File: src/rtl/pincfg_pkg.sv
package pincfg_pkg;
  // Function code driven per pin
  typedef enum logic [1:0] {
    FN_GPIO = 2'b00,
    FN_ALT  = 2'b01,
    FN_I2C  = 2'b10
  } pin_fn_e;

  // Unlock sequencer states
  typedef enum logic [1:0] {
    SEQ_IDLE  = 2'b00,
    SEQ_ARMED = 2'b01,
    SEQ_HELD  = 2'b10
  } seq_state_e;
endpackage

File: src/rtl/pincfg_keyseq.sv
module pincfg_keyseq
  import pincfg_pkg::*;
#(
  parameter int DATA_W = 8,
  parameter logic [DATA_W-1:0] KEY_OPEN  = 8'h07,
  parameter logic [DATA_W-1:0] KEY_CLOSE = 8'h13
) (
  input  logic              clk,
  input  logic              rst_n,
  input  logic              wr_en,
  input  logic              hit_open,
  input  logic              hit_mode,
  input  logic              hit_close,
  input  logic [DATA_W-1:0] wdata,
  output logic              commit,
  output logic [DATA_W-1:0] staged
);
  seq_state_e state_q, state_d;
  logic [DATA_W-1:0] staged_q;
  logic open_ok, close_ok;

  assign open_ok  = hit_open  && (wdata == KEY_OPEN);
  assign close_ok = hit_close && (wdata == KEY_CLOSE);

  always_comb begin
    state_d = state_q;
    if (wr_en) begin
      // every write leaves the sequence unless it advances it
      state_d = open_ok ? SEQ_ARMED : SEQ_IDLE;
      if (state_q == SEQ_ARMED && hit_mode) state_d = SEQ_HELD;
    end
  end

  assign commit = wr_en && close_ok && (state_q == SEQ_HELD);
  assign staged = staged_q;

  always_ff @(posedge clk or negedge rst_n) begin
    if (!rst_n) begin
      state_q  <= SEQ_IDLE;
      staged_q <= '0;
    end else begin
      state_q <= state_d;
      if (wr_en && hit_mode && state_q == SEQ_ARMED) staged_q <= wdata;
    end
  end
endmodule

File: src/rtl/pincfg_pinmux.sv
module pincfg_pinmux
  import pincfg_pkg::*;
#(
  parameter int N_PINS  = 8,
  parameter int SCL_PIN = 1,
  parameter int SDA_PIN = 3
) (
  input  logic [N_PINS-1:0]   fsel,
  input  logic                i2c_sel,
  output logic [2*N_PINS-1:0] pin_func,
  output logic                scl_route,
  output logic                sda_route
);
  genvar i;
  generate
    for (i = 0; i < N_PINS; i++) begin : g_pin
      if (i == SCL_PIN || i == SDA_PIN) begin : g_i2c_capable
        assign pin_func[2*i +: 2] = !fsel[i] ? FN_GPIO : (i2c_sel ? FN_I2C : FN_ALT);
      end else begin : g_plain
        assign pin_func[2*i +: 2] = fsel[i] ? FN_ALT : FN_GPIO;
      end
    end
  endgenerate

  assign scl_route = fsel[SCL_PIN] && i2c_sel;
  assign sda_route = fsel[SDA_PIN] && i2c_sel;
endmodule

File: src/rtl/pincfg_top.sv
module pincfg_top
  import pincfg_pkg::*;
#(
  parameter int ADDR_W   = 4,
  parameter int DATA_W   = 8,
  parameter int N_PINS   = 8,
  parameter int SCL_PIN  = 1,
  parameter int SDA_PIN  = 3,
  parameter int I2C_BIT  = 1,
  parameter logic [ADDR_W-1:0] A_FSEL  = 4'd0,
  parameter logic [ADDR_W-1:0] A_OPEN  = 4'd1,
  parameter logic [ADDR_W-1:0] A_MODE  = 4'd2,
  parameter logic [ADDR_W-1:0] A_CLOSE = 4'd3,
  parameter logic [DATA_W-1:0] KEY_OPEN  = 8'h07,
  parameter logic [DATA_W-1:0] KEY_CLOSE = 8'h13
) (
  input  logic                clk,
  input  logic                rst_n,
  input  logic [ADDR_W-1:0]   bus_addr,
  input  logic [DATA_W-1:0]   bus_wdata,
  input  logic                bus_we,
  output logic [DATA_W-1:0]   bus_rdata,
  output logic [2*N_PINS-1:0] pin_func,
  output logic                scl_route,
  output logic                sda_route
);
  localparam int FW = (N_PINS < DATA_W) ? N_PINS : DATA_W;

  logic [DATA_W-1:0] fsel_q, mode_q, staged;
  logic              commit;
  logic [N_PINS-1:0] fsel_pins;

  pincfg_keyseq #(
    .DATA_W(DATA_W), .KEY_OPEN(KEY_OPEN), .KEY_CLOSE(KEY_CLOSE)
  ) u_seq (
    .clk      (clk),
    .rst_n    (rst_n),
    .wr_en    (bus_we),
    .hit_open (bus_addr == A_OPEN),
    .hit_mode (bus_addr == A_MODE),
    .hit_close(bus_addr == A_CLOSE),
    .wdata    (bus_wdata),
    .commit   (commit),
    .staged   (staged)
  );

  always_ff @(posedge clk or negedge rst_n) begin
    if (!rst_n) begin
      fsel_q <= '0;
      mode_q <= '0;
    end else begin
      if (bus_we && bus_addr == A_FSEL) fsel_q <= bus_wdata;
      if (commit) mode_q <= staged;
    end
  end

  always_comb begin
    fsel_pins = '0;
    fsel_pins[FW-1:0] = fsel_q[FW-1:0];
  end

  always_comb begin
    bus_rdata = '0;
    if (bus_addr == A_FSEL) bus_rdata = fsel_q;
    else if (bus_addr == A_MODE) bus_rdata = mode_q;
  end

  pincfg_pinmux #(
    .N_PINS(N_PINS), .SCL_PIN(SCL_PIN), .SDA_PIN(SDA_PIN)
  ) u_mux (
    .fsel     (fsel_pins),
    .i2c_sel  (mode_q[I2C_BIT]),
    .pin_func (pin_func),
    .scl_route(scl_route),
    .sda_route(sda_route)
  );
endmodule

File: config.mk
export PLATFORM = sky130hd
export DESIGN_NAME = pincfg_top
export DESIGN_NICKNAME = d
export VERILOG_FILES = /design/src/rtl/pincfg_pkg.sv /design/src/rtl/pincfg_keyseq.sv /design/src/rtl/pincfg_pinmux.sv /design/src/rtl/pincfg_top.sv
export SDC_FILE = /design/constraint.sdc
export NUM_CORES = 1
export LEC_CHECK = 0
export ABC_AREA = 1
export CORE_MARGIN = 2
export CORE_UTILIZATION = 43
export DETAILED_ROUTE_END_ITERATION = 7
export PLACE_DENSITY = 0.76
export SLEW_MARGIN = 20
export SYNTH_ARGS = -nofsm -noshare
export SYNTH_HDL_FRONTEND = slang
export SYNTH_HIERARCHICAL = 1
export SYNTH_SLANG_ARGS = --single-unit
File: constraint.sdc
create_clock -name clk -period 1.5 [get_ports clk]
set_input_delay 0.225 -clock clk [delete_from_list [all_inputs] [get_ports clk]]
set_output_delay 0.225 -clock clk [all_outputs]
set_load 0.01 [all_outputs]
Word level (Yosys, flattened, before mapping)
Cells that the tools add are included.

$add $sub $neg: 0. Multiply operators: 0. Divide/modulo/power cells: 0. Magnitude comparators: 0. Equal/unequal tests: 7. Shift operators: 0. Multiplexer cells: 13. Bitwise operators: 0. Reductions and logical operators: 11.

Operator list (number): 8-bit 2-to-1 mux (2); 1-bit logical AND (10); 4-bit by 2-bit == test with 1-bit output, second input constant (2); 8-bit by 3-bit == test with 1-bit output, second input constant (1); 8-bit by 5-bit == test with 1-bit output, second input constant (1); 2-bit 2-to-1 mux (4); 1-bit 2-to-1 mux (7); 4-bit by 1-bit == test with 1-bit output, second input constant (1); 4-bit logical NOT (1); 2-bit by 1-bit == test with 1-bit output, second input constant (1); 2-bit == test, second input constant (1).

Register bits: 26. Bits in latches: 0. Memory bits (writable): 0. Bits in read-only memories: 0. Output and inout bits: 26. Memories kept: 0.

Depth between registers and ports, before layout
Gate-level depths: netlist (run 1).

Depth in word-level cells: 4. Mapped depth: 9. Gate-level depth less buffers: 9.

Hierarchy
Netlist (run 1), hierarchy kept.

Modules (own cells, without submodules): pincfg_top (times used 1, cells an instance 87, area an instance 840.8 um2); pincfg_keyseq (times used 1, cells an instance 59, area an instance 493.0 um2); pincfg_pinmux (times used 1, cells an instance 23, area an instance 138.9 um2).

Worst setup path after synthesis (run 1)
Ideal clock, no wire load.

Kind: input to register. Start: input port bus_addr[3]. End: register mode_q[0]. Arrival: 1.349 ns. Required time: 1.375 ns. Path slack: 0.026 ns. Stages on the path: 7. Buffers on the path: 1. Cell sequence: nor2_4 inv_1 nor3_1 nand4_1 nor2_2 buf_2 mux2_2.

Longest elaborated chain between the ends: 4.

Ends and longest elaborated chain: from (decl) (line pincfg_top.sv:19) `input logic [ADDR_W-1:0] bus_addr,`; 4-bit by 2-bit == test with 1-bit output (line pincfg_top.sv:41) `.hit_close(bus_addr == A_CLOSE),`; 1-bit logical AND (line pincfg_keyseq.sv:23) `assign close_ok = hit_close && (wdata == KEY_CLOSE);`; 1-bit logical AND (2 in a row) (line pincfg_keyseq.sv:34) `assign commit = wr_en && close_ok && (state_q == SEQ_HELD);`; via commit (line pincfg_top.sv:30) `logic commit;`; to (signal assigned) (line pincfg_top.sv:53) `if (commit) mode_q <= staged;`; to (decl) (line pincfg_top.sv:29) `logic [DATA_W-1:0] fsel_q, mode_q, staged;`.

The timed path passes the listed nets, and every way through them passes these cells. A chain may end at the register's enable or synchronous reset.

Worst setup path after layout (run 1)
Start: input port bus_addr[2]. End: register mode_q[3].

Same word-level chain as after synthesis.

==> run summary, run 1 <==
* status: completed
* simple-gate share of the synthesized area: 0.339
* total routed wirelength: 3610 microns
* hold bufs inserted after CTS: 0
* # fillers: 305
* Core Footprint: 3310 sq um
* f_max: 0.680 GHz
* post-synthesis xor/xnor area fraction: 0
* Adder-Cell Fraction of Synth Area: 0
* number of sinks on the clock net: 26
* number of buffers added on ports: 34
* Hold Fails Final Rpt: 0
* Worst Skew: 2.68 ps
* Die Y-Extent: 62.5 microns
* Cell variety after synth: 22
* total of flip-flops plus latches after synthesis: 26
* most frequent cells in the layout: 47 x sky130_fd_sc_hd__nand2_1, 29 x sky130_fd_sc_hd__buf_4, 26 x sky130_fd_sc_hd__dfrtp_1
* Worst Setup Start Kind: input port
* class of the tightest hold or removal check: in2async
* number of setup violations in the final report: 0
* CP Data Arrival Time: 1710 ps
* setup repair after global routing missed its margin: true
* count of flip-flops with a built-in enable after synthesis: 0
* Static Leakage: 1.15 nW
* number of nets at the end of the flow: 241
* post-synthesis instance area: 1470 sq um
* proportion of power drawn by the clock network: 0.304
* drt first-iter violations: 76
* buffers from clock root to sink, at most: 2
* Clock Pin Slew Worst Setup and Hold Paths: 150 ps
* Layout Area Growth over Synthesis: 39.2%
* area of the die: 3910 sq um
* HPWL Detailed: 2530 microns
* portion of netlist area occupied by mux cells: 0.0612
* CP peak stage delay: 320 ps
* Overall Global Routing Usage: 0.192
* warning count from the yosys run: 6
* Row Count: 21
* Seq/Total Area, Yosys: 0.442
* number of antenna violations at the first check in global routing: 0
* cell-internal power: 1.19 mW
* total power divided by cell area: 792 nW/um^2
* Diodes inserted: 0
* net switching component of the power: 0.431 mW
* number of levels the H-tree was split into: 1
* crit-path most repeated cell: sky130_fd_sc_hd__nor2_4
* CP delay by family, top: simple AND/OR/NAND/NOR gates
* number of pins exceeding their max-slew limit in the final report: 0
* synthesized area divided by synthesized cell count: 8.71 sq um
* leading cell type in the layout, fill and taps excluded: sky130_fd_sc_hd__nand2_1
* number of vias in the routed layout: 1,332
* number of nets with antenna violations after routing: 0
* global-route wire length before repair: 5910 microns
* critical path, cell by cell: dlygate4sd2_1, nor2_4, buf_4, inv_1, nor3_1, nand4_1, nor2_4, buf_6, mux2_2
* hold_ws: 243 ps
* TritonCTS clock tree: yes
* minimum period implied by the final worst setup slack: 1470 ps
* predominant post-synthesis flop cell: sky130_fd_sc_hd__dfrtp_1
* number of detailed-route iterations in the first pass: 4
* post-detailed-route via-to-cell ratio: 4.92
* WS Path Type: in2reg
* CTS Root Buffer Type: sky130_fd_sc_hd__clkbuf_4
* pin count of the biggest net entering global routing: 27
* Slowest-stage cell, CP: sky130_fd_sc_hd__mux2_2
* portion of the clock cycle consumed by the worst path in the final layout: 0.980
* switching share of power: 0.266
* horizontal extent of the die: 62.5 microns
* FFs w/ async S/R, synth: 1.00
* vias in the first global route: 1,277
* Compound-Gate Fraction of Synth Area: 0.00935
* maximum vdd ir drop: 0.480 mV
* Final Core Density: 0.619
* number of DRC violations after detailed routing: 0
* GP Congestion: 0.831
* Wirelength per Cell: 13.3 microns
* number of buffers and inverters on the critical path: 4
* combinational family with the most area after synthesis: simple AND/OR/NAND/NOR gates
* power share of the combinational group: 0.218
* starting utilization of the core area: 0.445
* Sequential Power Share: 0.478
* fraction of layout instances using a drive strength above 1: 0.302
* max-capacitance violation count: 0
* data required time at the worst endpoint: 1740 ps
* clock latency on the worst-skew pair: 330 ps
* cells after synthesis: 169
* # IOs: 41
* endpoint kind of the worst setup timing path: flip-flop
* clock buffers created by TritonCTS: 3
* final global-route overflow total: 0
* largest fanout on the critical path: 4
layout make-up:
type,count,area (sq um),share of cell area
Clock buffer,3,22.5,0.0110
Clock inverter,1,30.0,0.0147
Inverter,12,45.0,0.0220
Multi-Input combinational cell,116,652,0.318
Sequential cell,26,651,0.317
Tap cell,46,57.6,0.0281
Timing Repair Buffer,67,592,0.289
synth_stat cells (2+ instances only):
master                    instances  share of area
sky130_fd_sc_hd__nand2_1         47           0.12
sky130_fd_sc_hd__dfrtp_1         26           0.44
sky130_fd_sc_hd__nand4_1         17          0.072
sky130_fd_sc_hd__buf_4           15          0.076
sky130_fd_sc_hd__nand3_1         15          0.051
sky130_fd_sc_hd__inv_1           10          0.025
sky130_fd_sc_hd__mux2_2           8          0.061
sky130_fd_sc_hd__nor2_1           8          0.020
sky130_fd_sc_hd__buf_6            3          0.023
sky130_fd_sc_hd__nor2_2           3          0.013
sky130_fd_sc_hd__nor3_1           3          0.010
sky130_fd_sc_hd__buf_2            2         0.0068
sky130_fd_sc_hd__inv_2            2         0.0051
sky130_fd_sc_hd__nor2_4           2          0.015
cells by family after synthesis:
family	count (synthesis)
other	1
DFF	26
buffers and inverters	33
and+or+nand+nor	99
muxes	8
AOI/OAI and AO/OA	2
flip-flops by register name, indices dropped and copies added (netlist names):
signal / count
fsel_pins: 8
mode_q: 8
u_seq/staged: 8
u_seq/state_q: 2
what timing repair did:
action	4_1_cts	5_1_grt
gates cloned	2	0
pin swaps	2	4
buffers inserted	8	2
resized for setup	38	21
setup endpoints to repair	35	17
worst paths after layout:
| check | end | cells after the start | startpoint | slack [ps] |
|---|---|---|---|---|
| max | mode_q[3] | 9 | bus_addr[2] | 30 |
| min reg2reg | u_seq/staged[0] | 2 | u_seq/staged[0] | 480 |
| max in group asynchronous | mode_q[4] | 2 | rst_n | 1010 |
| max reg2reg | mode_q[3] | 5 | u_seq/state_q[0] | 40 |
| min in group clk | u_seq/state_q[0] | 5 | bus_we | 300 |
| min | fsel_pins[5] | 2 | rst_n | 240 |
routing by layer:
metal,vias to the layer above,part of all wire,global-route usage
met4,0,0.0092,0.0639
met5,-,0,0
met3,6,0.052,0.0288
li1,651,-,-
met1,621,0.41,0.230
met2,54,0.53,0.349
power by group through the flow:
stage,sequential (mW),clock (mW),combinational [mW]
floorplan,0.787,0,0.190
global placement,0.795,0,0.324
detailed placement,0.796,0,0.333
CTS,0.777,0.505,0.349
global route,0.782,0.539,0.386
finish,0.775,0.493,0.354
stage by stage:
stage          instances  area [sq um]  TNS, ps  power (mW)  worst slack, ps
6_report             271          2050        0        1.62             29.8
5_1_grt              271          2050    -9.85        1.71            -6.74
4_1_cts              269          2010    -4.67        1.63            -4.67
3_5_place_dp         255          1900   -11300        1.13             -468
3_3_place_gp         255          1900   -10510        1.12             -425
2_1_floorplan        174          1490        0       0.977             26.3
Power figures use the tool's default switching activity.
==> run 2: changes to the inputs <==
clock period = 1.3 ns   (was 1.5 ns; I/O delays follow)
==> run summary, run 2 (synthesized netlist as in run 1, its figures left out) <==
* hold_ws: 205 ps
* starting utilization of the core area: 0.445
* number of vias in the routed layout: 1,423
* # IOs: 41
* global-route wire length before repair: 6780 microns
* number of levels the H-tree was split into: 1
* TritonCTS clock tree: yes
* setup repair after global routing missed its margin: true
* dpl ws: -686 ps
* f_max: 0.727 GHz
* critical path, cell by cell: buf_6, nand4_1, nand2_1, buf_2
* buffers from clock root to sink, at most: 2
* Core Footprint: 3310 sq um
* Worst Skew: 4.62 ps
* placement-stage cell area: 1920 sq um
* number of buffers added on ports: 34
* maximum vdd ir drop: 0.789 mV
* fraction of layout instances using a drive strength above 1: 0.424
* violated checks: setup timing
* number of antenna violations at the first check in global routing: 0
* max-capacitance violation count: 0
* HPWL Detailed: 2480 microns
* Static Leakage: 1.20 nW
* endpoint kind of the worst setup timing path: output port
* leading cell type in the layout, fill and taps excluded: sky130_fd_sc_hd__nand2_1
* number of sinks on the clock net: 26
* minimum period implied by the final worst setup slack: 1380 ps
* number of nets with antenna violations after routing: 0
* data required time at the worst endpoint: 1110 ps
* CP Data Arrival Time: 1180 ps
* number of nets at the end of the flow: 252
* number of pins exceeding their max-slew limit in the final report: 0
* Die Y-Extent: 62.5 microns
* total routed wirelength: 4060 microns
* portion of the clock cycle consumed by the worst path in the final layout: 1.06
* Fin Setup TNS: -701 ps
* number of DRC violations after detailed routing: 0
* area of the die: 3910 sq um
* number of detailed-route iterations in the first pass: 4
* Wirelength per Cell: 14.4 microns
* status: complete, but fails checks
* Clock Pin Slew Worst Setup and Hold Paths: 150 ps
* post-layout instance area: 2170 sq um
* Final Core Density: 0.657
* Hold Fails Final Rpt: 0
* WS Path Type: reg2out
* total power divided by cell area: 886 nW/um^2
* Worst Setup Start Kind: flip-flop
* drt first-iter violations: 85
* post-layout worst setup margin: -75.5 ps
* number of setup violations in the final report: 15
* pin count of the biggest net entering global routing: 27
* Overall Global Routing Usage: 0.220
* clock latency on the worst-skew pair: 340 ps
* vias in the first global route: 1,430
* horizontal extent of the die: 62.5 microns
* clock buffers created by TritonCTS: 3
* class of the tightest hold or removal check: in2async
* largest fanout on the critical path: 3
* final global-route overflow total: 0
* # fillers: 279
* Diodes inserted: 0
* Layout Area Growth over Synthesis: 47.7%
* Slowest-stage cell, CP: sky130_fd_sc_hd__dfrtp_2
* CP peak stage delay: 470 ps
* Row Count: 21
* CTS Root Buffer Type: sky130_fd_sc_hd__clkbuf_4
* post-detailed-route via-to-cell ratio: 5.05
* most frequent cells in the layout: 45 x sky130_fd_sc_hd__nand2_1, 34 x sky130_fd_sc_hd__buf_4, 25 x sky130_fd_sc_hd__dfrtp_1
* GP Congestion: 0.757
-- run 2: cell count changes in the layout (fill, tap and decap cells not counted), sizes merged --
cell / previous run / this run
clkbuf: 7 / 3
bufbuf: 1 / 0
clkdlybuf4s50: 8 / 6
dlygate4sd2: 9 / 8
dlymetal6s2s: 4 / 2
clkdlybuf4s15: 5 / 2
buf: 36 / 60
-- run 2: timing repair --
action / CTS / global route
resized for setup: 103 / 20
buffers inserted: 24 / 1
endpoints found under the setup margin: 38 / 21
cloned: 1 / 0
pin swaps: 10 / 10
hold buffers: 0 / 0
-- run 2: critical path: cells and delay by family (launching register included) --
kind                   cells  cell delay (ps)
and+or+nand+nor            2              120
buffers and inverters      2              250
DFF                        1              470
-- run 2: metal layers --
layer  routed length [microns]  up-vias  track usage
met5                         0        -            0
met2                      2160       52        0.376
met1                      1580      685        0.276
met3                       200       13       0.0324
li1                          -      673            -
met4                       116        0       0.0972
-- run 2: report_power, final --
| part | switching (mW) | internal [mW] | total, mW |
|---|---|---|---|
| Clock | 0.269 | 0.312 | 0.582 |
| Sequential | 0.0418 | 0.859 | 0.901 |
| Combinational | 0.227 | 0.216 | 0.444 |
| Total | 0.538 | 1.39 | 1.93 |
-- run 2: path summary, 6_finish.rpt --
| check | start | to | slack (ps) | depth (start not counted) |
|---|---|---|---|---|
| max | mode_q[1] | bus_rdata[1] | -80 | 4 |
| min | rst_n | mode_q[4] | 210 | 2 |
| max reg2reg | u_seq/state_q[1] | mode_q[0] | -70 | 6 |
| min reg2reg | u_seq/staged[1] | u_seq/staged[1] | 500 | 2 |
| max in group asynchronous | rst_n | mode_q[1] | 830 | 2 |
| min in group clk | bus_wdata[6] | u_seq/state_q[0] | 240 | 6 |
-- run 2: final cells by class --
type                       count  area, sq um  share of cell area
inverter                      12         47.5              0.0219
multi-input combinational    116          704               0.324
clock inverter                 1         30.0              0.0138
tap                           46         57.6              0.0265
clock buffer                   3         22.5              0.0104
sequential                    26          652               0.300
timing repair buffer          78          661               0.304
-- run 2: metrics by stage --
stage	std cells	power, mW
3_3_place_gp	257	1.30
2_1_floorplan	174	1.13
4_1_cts	285	1.93
6_report	282	1.93
5_1_grt	282	2.01
3_5_place_dp	257	1.31
==> run 3: changes to the inputs <==
CORE_MARGIN = default   (was 2)
CORE_UTILIZATION = 36   (was 43)
PLACE_DENSITY = default   (was 0.76)
clock period = 1.4 ns   (was 1.3 ns; I/O delays follow)
==> run summary, run 3 (synthesized netlist as in run 1, its figures left out) <==
* starting utilization of the core area: 0.388
* post-layout instance area: 2150 sq um
* GP Congestion: 0.806
* most frequent cells in the layout: 47 x sky130_fd_sc_hd__nand2_1, 33 x sky130_fd_sc_hd__buf_4, 26 x sky130_fd_sc_hd__dfrtp_1
* Layout Area Growth over Synthesis: 46.2%
* clock latency on the worst-skew pair: 270 ps
* Final Total Pwr: 1.84 mW
* vias in the first global route: 1,342
* # IOs: 41
* FF-to-FF setup slack: 40 ps
* FF-to-FF End: mode_q[5]
* Worst Setup Start Kind: flip-flop
* endpoint kind of the worst setup timing path: flip-flop
* number of antenna violations at the first check in global routing: 0
* total power divided by cell area: 854 nW/um^2
* Clock Pin Slew Worst Setup and Hold Paths: 90 ps
* HPWL Detailed: 2720 microns
* Hold Fails Final Rpt: 0
* launching element of the worst setup path: u_seq/state_q[0]
* CTS Root Buffer Type: sky130_fd_sc_hd__clkbuf_8
* pin count of the biggest net entering global routing: 27
* number of levels the H-tree was split into: 1
* horizontal extent of the die: 66.0 microns
* data required time at the worst endpoint: 1570 ps
* leading cell type in the layout, fill and taps excluded: sky130_fd_sc_hd__nand2_1
* portion of the clock cycle consumed by the worst path in the final layout: 0.970
* number of detailed-route iterations in the first pass: 4
* Worst Reg2Reg Path Length in Cells: 5
* TritonCTS clock tree: yes
* clock buffers created by TritonCTS: 3
* number of pins exceeding their max-slew limit in the final report: 0
* drt first-iter violations: 65
* Diodes inserted: 0
* area of the die: 4350 sq um
* WS Path Type: reg2reg
* Seq. cell area: 651 sq um
* Core Footprint: 3800 sq um
* max-capacitance violation count: 0
* number of nets with antenna violations after routing: 0
* fraction of layout instances using a drive strength above 1: 0.362
* minimum period implied by the final worst setup slack: 1360 ps
* CP Data Arrival Time: 1530 ps
* largest fanout on the critical path: 8
* f_max: 0.736 GHz
* Overall Global Routing Usage: 0.190
* Static Leakage: 1.18 nW
* buffers from clock root to sink, at most: 2
* total routed wirelength: 3950 microns
* number of buffers added on ports: 34
* multi-input gate area in the final layout: 674 sq um
* number of DRC violations after detailed routing: 0
* Wirelength per Cell: 14.1 microns
* placement-stage cell area: 1940 sq um
* # fillers: 348
* origin of the critical flop-to-flop path: u_seq/state_q[0]
* number of sinks on the clock net: 26
* class of the tightest hold or removal check: in2async
* post-detailed-route via-to-cell ratio: 4.91
* Die Y-Extent: 66.0 microns
* global-route wire length before repair: 6180 microns
* hold bufs inserted after CTS: 0
* number of vias in the routed layout: 1,374
* status: completed
* final global-route overflow total: 0
* Row Count: 22
* number of setup violations in the final report: 0
* Worst Skew: 1.38 ps
* maximum vdd ir drop: 0.595 mV
* number of nets at the end of the flow: 248
-- run 3: worst max path at each step --
stage	slack [ps]	cells past startpoint	to
6_report	40	5	mode_q[5]
2_1_floorplan	8	7	mode_q[0]
3_3_place_gp	-530	9	u_seq/staged[2]
3_5_place_dp	-550	7	mode_q[5]
5_1_grt	-10	5	mode_q[5]
4_1_cts	-20	3	pin_func[6]
-- run 3: metal layers --
layer / track usage / wire length [microns]
met5: 0 / 0
met1: 0.243 / 1700
met2: 0.335 / 2000
met4: 0.0638 / 61
met3: 0.0172 / 189
-- run 3: power breakdown --
part           switching, mW  internal, mW  leakage, nW  total (mW)
Combinational          0.191         0.183        0.791       0.374
Clock                  0.246         0.383       0.0357       0.629
Sequential            0.0389         0.798        0.353       0.837
Total                  0.476          1.36         1.18        1.84
-- run 3: layout make-up --
class | count | share of cell area
multi-input combinational | 116 | 0.313
timing repair buffer | 74 | 0.303
sequential | 26 | 0.302
tap | 48 | 0.0279
inverter | 12 | 0.0209
clock buffer | 3 | 0.0192
clock inverter | 1 | 0.0139
-- run 3: critical path, cell delays in order, from the launching register on --
cell                      delay [ps]
sky130_fd_sc_hd__dfrtp_1         400
sky130_fd_sc_hd__nor2_2          130
sky130_fd_sc_hd__nand4_1         110
sky130_fd_sc_hd__nor2_2          160
sky130_fd_sc_hd__buf_12          150
sky130_fd_sc_hd__mux2_4          300
-- run 3: per-stage QoR --
stage / hold slack [ps] / TNS (ps) / utilization / worst slack [ps] / cells
2_1_floorplan: -85.6 / 0 / - / 8.48 / 174
3_3_place_gp: 453 / -14290 / 0.511 / -535 / 261
3_5_place_dp: 461 / -14400 / 0.511 / -553 / 261
4_1_cts: 311 / -19.2 / 0.564 / -19.1 / 276
5_1_grt: 328 / -63.3 / 0.567 / -12.9 / 280
6_report: 293 / 0 / 0.567 / 41.5 / 280
-- run 3: what timing repair did --
| action | in CTS | in global routing |
|---|---|---|
| buffers inserted | 9 | 3 |
| endpoints found under the setup margin | 38 | 17 |
| cloned | 2 | 1 |
| resized for setup | 72 | 11 |
| pin swaps | 8 | 5 |
